<file path="config.mk">
export PLATFORM = sky130hd
export DESIGN_NAME = tmr_flag_reg
export DESIGN_NICKNAME = d
export VERILOG_FILES = /design/src/rtl/tfr_pkg.sv /design/src/rtl/tfr_match_stage.sv /design/src/rtl/tfr_flag_cell.sv /design/src/rtl/tmr_flag_reg.sv
export SDC_FILE = /design/constraint.sdc
export NUM_CORES = 1
export LEC_CHECK = 0
export BUFFER_PORTS_ARGS = -buffer_cell sky130_fd_sc_hd__buf_4
export CORE_UTILIZATION = 34
export CTS_CLUSTER_DIAMETER = 80
export CTS_CLUSTER_SIZE = 14
export DETAILED_ROUTE_END_ITERATION = 10
export PLACE_DENSITY = 0.87
export SLEW_MARGIN = 10
export SYNTH_ARGS = -nofsm -noshare
export SYNTH_HDL_FRONTEND = slang
export SYNTH_SLANG_ARGS = --single-unit
</file>
<file path="constraint.sdc">
create_clock -name clk -period 1.1 [get_ports clk]
set_input_delay 0 -clock clk [delete_from_list [all_inputs] [get_ports clk]]
set_output_delay 0 -clock clk [all_outputs]
set_load 0.005 [all_outputs]
</file>
<file path="src/rtl/tfr_pkg.sv">
package tfr_pkg;
  typedef enum logic [1:0] {
    MODE_NORMAL    = 2'd0,
    MODE_CLR_MATCH = 2'd1,
    MODE_TOP_CAP   = 2'd2,
    MODE_TOP_OTHER = 2'd3
  } wave_mode_e;

  // flag indices inside the internal vectors (also the ack order)
  localparam int IDX_OVF  = 0;
  localparam int IDX_CMPA = 1;
  localparam int IDX_CMPB = 2;
  localparam int IDX_CAP  = 3;
  localparam int NFLAG    = 4;

  // bit positions in the read/write register
  localparam int BIT_OVF  = 0;
  localparam int BIT_CMPA = 1;
  localparam int BIT_CMPB = 2;
  localparam int BIT_CAP  = 5;
  localparam int REG_W    = 8;
endpackage

</file>
<file path="src/rtl/tfr_match_stage.sv">
// Records a compare hit on a tick so the flag can set on the following tick.
module tfr_match_stage #(
  parameter int CW = 16
) (
  input  logic          clk,
  input  logic          rst_n,
  input  logic          tick,
  input  logic [CW-1:0] count,
  input  logic [CW-1:0] cmp,
  output logic          pend
);
  always_ff @(posedge clk) begin
    if (!rst_n)    pend <= 1'b0;
    else if (tick) pend <= (count == cmp);
  end
endmodule

</file>
<file path="src/rtl/tfr_flag_cell.sv">
// One sticky flag; a set request outranks a clear request.
module tfr_flag_cell (
  input  logic clk,
  input  logic rst_n,
  input  logic set_i,
  input  logic clr_i,
  output logic q
);
  always_ff @(posedge clk) begin
    if (!rst_n)     q <= 1'b0;
    else if (set_i) q <= 1'b1;
    else if (clr_i) q <= 1'b0;
  end
endmodule

</file>
<file path="src/rtl/tmr_flag_reg.sv">
module tmr_flag_reg
  import tfr_pkg::*;
#(
  parameter int CW = 16
) (
  input  logic          clk,
  input  logic          rst_n,
  input  logic          tmr_tick,
  input  logic [CW-1:0] tmr_count,
  input  logic [CW-1:0] cmp_a_val,
  input  logic [CW-1:0] cmp_b_val,
  input  logic [CW-1:0] top_val,
  input  logic          cap_event,
  input  logic          force_a,
  input  logic          force_b,
  input  logic [1:0]    wave_mode,
  input  logic          cnt_wrap,
  input  logic          bus_wr,
  input  logic [7:0]    bus_wdata,
  input  logic [3:0]    irq_ack,
  output logic [7:0]    reg_rdata,
  output logic          flag_ovf,
  output logic          flag_cmp_a,
  output logic          flag_cmp_b,
  output logic          flag_cap
);
  localparam int NCH = 2;

  wave_mode_e          mode;
  logic [CW-1:0]       cmp_v [NCH];
  logic [NCH-1:0]      pend;
  logic                top_hit;
  logic [NFLAG-1:0]    set_v, wr_clr, clr_v, flag_v;

  assign mode     = wave_mode_e'(wave_mode);
  assign cmp_v[0] = cmp_a_val;
  assign cmp_v[1] = cmp_b_val;
  assign top_hit  = (tmr_count == top_val);

  for (genvar c = 0; c < NCH; c++) begin : g_ch
    tfr_match_stage #(.CW(CW)) u_match (
      .clk(clk), .rst_n(rst_n), .tick(tmr_tick),
      .count(tmr_count), .cmp(cmp_v[c]), .pend(pend[c])
    );
  end

  always_comb begin
    set_v = '0;
    if (tmr_tick) begin
      set_v[IDX_OVF]  = (mode == MODE_NORMAL || mode == MODE_CLR_MATCH) ? cnt_wrap : top_hit;
      set_v[IDX_CMPA] = pend[0];
      set_v[IDX_CMPB] = pend[1];
      set_v[IDX_CAP]  = (mode == MODE_TOP_CAP) ? top_hit : cap_event;
    end
  end

  always_comb begin
    wr_clr = '0;
    if (bus_wr) begin
      wr_clr[IDX_OVF]  = bus_wdata[BIT_OVF];
      wr_clr[IDX_CMPA] = bus_wdata[BIT_CMPA];
      wr_clr[IDX_CMPB] = bus_wdata[BIT_CMPB];
      wr_clr[IDX_CAP]  = bus_wdata[BIT_CAP];
    end
  end
  assign clr_v = wr_clr | irq_ack;

  for (genvar f = 0; f < NFLAG; f++) begin : g_flag
    tfr_flag_cell u_cell (
      .clk(clk), .rst_n(rst_n), .set_i(set_v[f]), .clr_i(clr_v[f]), .q(flag_v[f])
    );
  end

  assign flag_ovf   = flag_v[IDX_OVF];
  assign flag_cmp_a = flag_v[IDX_CMPA];
  assign flag_cmp_b = flag_v[IDX_CMPB];
  assign flag_cap   = flag_v[IDX_CAP];

  always_comb begin
    reg_rdata           = '0;
    reg_rdata[BIT_OVF]  = flag_v[IDX_OVF];
    reg_rdata[BIT_CMPA] = flag_v[IDX_CMPA];
    reg_rdata[BIT_CMPB] = flag_v[IDX_CMPB];
    reg_rdata[BIT_CAP]  = flag_v[IDX_CAP];
  end

  // ---------------- assertions ----------------
  p_reserved_write_r1: assert property (@(posedge clk) disable iff (!rst_n)
    (bus_wr && (bus_wdata & 8'h27) == 8'h00 && set_v == '0 && irq_ack == '0)
      |=> reg_rdata == $past(reg_rdata));

  p_cmp_delay_r3: assert property (@(posedge clk) disable iff (!rst_n)
    (tmr_tick && pend[0]) |=> flag_cmp_a);

  p_force_inert_r4: assert property (@(posedge clk) disable iff (!rst_n)
    ((force_a || force_b) && !(tmr_tick && pend[0]) && !flag_cmp_a) |=> !flag_cmp_a);

  p_wr_clear_r9: assert property (@(posedge clk) disable iff (!rst_n)
    (bus_wr && bus_wdata[BIT_OVF] && !set_v[IDX_OVF]) |=> !flag_ovf);

  p_ack_clear_r10: assert property (@(posedge clk) disable iff (!rst_n)
    (irq_ack[IDX_CMPB] && !(tmr_tick && pend[1])) |=> !flag_cmp_b);

  p_set_wins_r11: assert property (@(posedge clk) disable iff (!rst_n)
    (set_v[IDX_CAP] && clr_v[IDX_CAP]) |=> flag_cap);

  p_no_idle_set_r12: assert property (@(posedge clk) disable iff (!rst_n)
    (!tmr_tick && !flag_ovf) |=> !flag_ovf);

  p_top_cap_r6: assert property (@(posedge clk) disable iff (!rst_n)
    (tmr_tick && mode == MODE_TOP_CAP && top_hit) |=> flag_cap);
endmodule

</file>
# After elaboration in Yosys (flattened, before gate mapping)
# Cells that the tools add are included.
dict set report totals {
  register_bits 6
  latch_bits 0
  mem_bits_rw 0
  romBits 0
  in_bits 86
  out_inout_bits 12
  word_cells 30
  mem_count 0
}
dict set report classes {
  n_addsub 0
  multipliers 0
  div 0
  magnitude_cmp 0
  n_eq_ne 5
  shifts 0
  muxes 12
  n_bitwise 1
  n_reduce_logical 6
}
# operator n
set ops {}
lappend ops {{16-bit == test} 3}
lappend ops {{1-bit two-way mux} 10}
lappend ops {{4-bit two-way mux} 2}
lappend ops {{2-bit nonzero test} 4}
lappend ops {{4-bit OR} 1}
lappend ops {{2-bit by 1-bit == test with 1-bit output, second input constant} 1}
lappend ops {{2-bit == test, second input constant} 1}
lappend ops {{2-bit logical NOT} 1}
lappend ops {{1-bit logical OR} 1}

# Depth between registers and ports, before layout
dict set report depth {
  depth_word 5
  ltp_mapped 4
}

# Hierarchy
# From an unflattened synthesis, not the netlist that was laid out.
dict set report hier_totals {
  cells_unflattened 105
  hier_area_um2 924.6
}
# mod instances cells_each area_each_um2 seq_area_each_um2
set by_module_without_submodules {}
lappend by_module_without_submodules {tfr_match_stage 2 25 207.7 20.0}
lappend by_module_without_submodules {tmr_flag_reg 1 43 344.1 0.0}
lappend by_module_without_submodules {tfr_flag_cell 4 3 41.3 20.0}

# Worst setup path before layout
# Ideal clock, no wire load.
dict set report synth_timing {
  path_type {register to register}
  from {register, netlist name g_flag[3].u_cell.q}
  to {register g_flag[3].u_cell.q}
  arrival_ps 788
  slack_ps 242
  path_stages_with_launch 5
  period_less_slack_ps 858
  path_cell_list {dfxtp_1 -> inv_1 -> a211oi_1 -> o21ai_0 -> a21oi_1}
}
# element line
set synth_rtl {}
lappend synth_rtl {{to (signal assigned)} tfr_flag_cell.sv:10} ;# if (!rst_n) q <= 1'b0;
lappend synth_rtl {{to (signal assigned)} tfr_flag_cell.sv:11} ;# else if (set_i) q <= 1'b1;
lappend synth_rtl {{to (signal assigned)} tfr_flag_cell.sv:12} ;# else if (clr_i) q <= 1'b0;
lappend synth_rtl {{to (decl)} tfr_flag_cell.sv:7} ;# output logic q

# Worst setup path in the final report
dict set report layout_timing {
  from {input port wave_mode[1]}
  to {register g_flag[3].u_cell.q}
}
dict set report layout_via {
  elab_chain_len 4
  elab_cells_between_ends 5
  classes_between {eq/ne: 1; mux: 3; reduce/logical: 1}
}
# element line
set layout_rtl {}
lappend layout_rtl {{from (decl)} tmr_flag_reg.sv:16} ;# input logic [1:0] wave_mode,
lappend layout_rtl {{2-bit == test (*)} tmr_flag_reg.sv:53} ;# set_v[IDX_CAP] = (mode == MODE_TOP_CAP) ? top_hit : cap_event;
lappend layout_rtl {{1-bit two-way mux (*)} tmr_flag_reg.sv:53}
lappend layout_rtl {{4-bit two-way mux (*)} tmr_flag_reg.sv:49} ;# if (tmr_tick) begin
lappend layout_rtl {{1-bit two-way mux / 2-bit nonzero test (equally long branches)} n/a}
# Every way passes the cells marked *; elsewhere a longest branch is shown, timed or not.
# A chain may end at the register's enable or synchronous reset.

==> run summary <==
Drt first-iter violations - 3
Final clock skew - 0.000932 ns
Number of nets still failing antenna checks after routing - 0
Detailed Routing Iterations Pass 1 - 4
Cell at the slowest stage of the critical path - sky130_fd_sc_hd__dlygate4sd3_1
Max-capacitance violation count - 0
Count of standard-cell rows - 17
Overall track demand over capacity in global routing - 20.9%
Count of yosys warnings during synthesis - 0
Detailed Route WL - 2730 um
Kind of end point of the critical path - flip-flop
NumNets Final - 279
Worst-case clock buffer depth - 2
Clock tree from TritonCTS - done
Synthesized area per cell - 8.20 um^2
Crit path setup slack, layout - 0.0884 ns
Fraction of the yosys area taken by sequential cells - 14.0%
Setup TNS - 0 ns
Via count - 1036
Largest net degree at the start of global routing - 8
Post-Synthesis Cell Area - 861 um^2
Pre-CTS worst setup slack - 0.0672 ns
Post-CTS setup repair buffer count - 0
Data required time of the worst path - 1.23 ns
Switching share of power - 29.5%
Final critical path time including I/O delays and setup - 1.01 ns
Internal power - 632 uW
Vias per cell - 4.73
Crit-path cells - dlygate4sd3_1 > buf_4 > nor2b_1 > o21a_1 > o21ai_1 > a21oi_1
Endpoints failing hold - 0
Leakage power - 0.000760 uW
Distinct cell type count of the synthesized netlist - 21
Type of the most critical hold path - in -> reg
Die width - 52.3 um
Buffers added on ports - 87
Power share of the sequential group - 25.1%
Largest stage delay on the critical path - 0.55 ns
Root buffer cell - sky130_fd_sc_hd__clkbuf_4
Setup violation total in the final timing report - 0
Critical path class - in -> reg
Worst skew pair latency - 0.24 ns
Global route overflow - 0
Die area - 0.00274 mm^2
Wirelength per Cell - 12.5 um
Status - completed
Initial standard-cell utilization of the core - 37.5%
Net load switching power - 265 uW
Num CTS Buffers - 3
Relative contribution of combinational cells to total power - 52.2%
RSZ-0062 raised after global routing - false
Diodes inserted - 0
Highest attainable clock frequency - 989 MHz
Depth of the CTS H-tree - 1
Number of synthesized register bits - 6
Vias in the first global route - 1006
Share of cells above drive strength 1 - 48.7%
Worst Setup Start Kind - input port
Pwr dens - 585 mW/mm^2
Clock sink count - 6
Clock share of power - 22.7%
IO Pins - 98
Worst-case vdd ir drop - 493 uV
HPWL after detailed placement - 2440 um
Synth Instances - 105
Arrival time of data at the critical path endpoint - 1.14 ns
Die Y - 52.3 um
Number of antenna violations at the first check in global routing - 0
Layout overhead on the synthesized area - 78.1%
Core area - 0.00230 mm^2
GP Congestion - 0.663
Clock transition at path regs - 0.04 ns
Largest fanout of any net on the critical path - 3
Wire length of the first global-routing pass - 4150 um
Final-report max-slew violation count - 0
Tcrit/Tclk final - 92.0%
Remaining DRCs - 0
-- per-layer routing --
metal / GRT usage, % / up-vias / share of wire (%)
met5: 0 / - / 0
met4: 10.1 / 0 / 2.1
met3: 1.74 / 8 / 8.2
met2: 41.1 / 60 / 55
met1: 21.6 / 448 / 35
li1: - / 520 / -
-- worst paths after layout --
| kind | start | end | slack (ns) | cells after the start |
|---|---|---|---|---|
| setup / recovery | wave_mode[1] | g_flag[3].u_cell.q | 0.09 | 6 |
| hold / removal | rst_n | g_flag[2].u_cell.q | 0.03 | 2 |
| setup reg to reg | g_flag[3].u_cell.q | g_flag[3].u_cell.q | 0.11 | 4 |
| hold reg to reg | g_ch[1].u_match.pend | g_ch[1].u_match.pend | 0.47 | 2 |
-- cell usage in the layout (no fill, tap or decap), types with 2 or more instances in the layout --
cell type / count
sky130_fd_sc_hd__clkbuf_4: 3
sky130_fd_sc_hd__xor2_1: 46
sky130_fd_sc_hd__a32oi_1: 2
sky130_fd_sc_hd__nor3_1: 2
sky130_fd_sc_hd__buf_4: 87
sky130_fd_sc_hd__nand4_1: 3
sky130_fd_sc_hd__nor2b_1: 5
sky130_fd_sc_hd__nand2_1: 5
sky130_fd_sc_hd__inv_1: 3
sky130_fd_sc_hd__conb_1: 4
sky130_fd_sc_hd__xnor2_1: 2
sky130_fd_sc_hd__nor4_1: 8
sky130_fd_sc_hd__nor4_2: 2
sky130_fd_sc_hd__o21ai_0: 3
sky130_fd_sc_hd__nand3_1: 2
sky130_fd_sc_hd__dfxtp_1: 6
-- sequential cells by signal, summed over array words and instances (netlist names) --
signal and flops:
g_ch.u_match.pend 2, g_flag.u_cell.q 4
-- timing repair --
item                                    in CTS  in global routing
hold buffers                                 1                  0
endpoints found under the setup margin       0                  1
hold endpoints to repair                     1                  0
resized for setup                            0                  1
-- cells by family (layout without fill, tap and decap cells) --
group / Yosys count / count (layout) / synth area share (%)
buffers and inverters: 11 / 94 / 8.29
other: 1 / 4 / 0.436
and+or+nand+nor: 28 / 28 / 19.9
DFF: 6 / 6 / 14.0
AOI/OAI and AO/OA: 11 / 11 / 8.58
xor gates and xnor gates: 48 / 48 / 48.8
-- through the flow --
| stage | util [%] | area [um^2] | total power (uW) | hold WS (ns) | std cells |
|---|---|---|---|---|---|
| 2_1_floorplan | - | 872 | 402 | 0.0974 | 108 |
| 3_3_place_gp | 65.3 | 1500 | 686 | 0.197 | 215 |
| 3_5_place_dp | 65.3 | 1500 | 694 | 0.206 | 215 |
| 4_1_cts | 66.7 | 1530 | 908 | 0.0239 | 219 |
| 5_1_grt | 66.7 | 1530 | 958 | 0.0581 | 219 |
| 6_report | 66.7 | 1530 | 897 | 0.0335 | 219 |
-- cell usage after synthesis, drive strengths merged --
cell | n | area, um^2
xor2 | 46 | 403
nor4 | 10 | 75.1
buf | 8 | 60.1
dfxtp | 6 | 120
nand2 | 5 | 18.8
nor2b | 5 | 31.3
o21ai | 4 | 20.0
inv | 3 | 11.3
nand4 | 3 | 18.8
a32oi | 2 | 17.5
nand3 | 2 | 10.0
nor3 | 2 | 10.0
xnor2 | 2 | 17.5
a211oi | 1 | 7.51
a21bo | 1 | 10.0
a21oi | 1 | 5.00
a31oi | 1 | 6.26
conb | 1 | 3.75
nand3b | 1 | 7.51
o21a | 1 | 7.51
-- power groups by stage --
stage	Combinational [uW]	Clock, uW	Sequential, uW
after CTS	471	212	225
after floorplan	173	0	229
final	468	203	225
after global routing	514	219	225
after global placement	458	0	228
after detailed placement	466	0	229
-- worst max-delay path, delay by kind of cell --
family | cells | cell delay (ns)
simple gates | 1 | 0.13
compound gates | 3 | 0.32
buf+inv | 2 | 0.69
-- layout make-up --
type                       count  area [um^2]
clock buffer                   3         22.5
fill                         199          764
inverter                       3         11.3
multi-input combinational     91          681
sequential                     6          120
tap                           28         35.0
timing repair buffer          88          663
No activity file was read; power rests on OpenSTA's default activity.
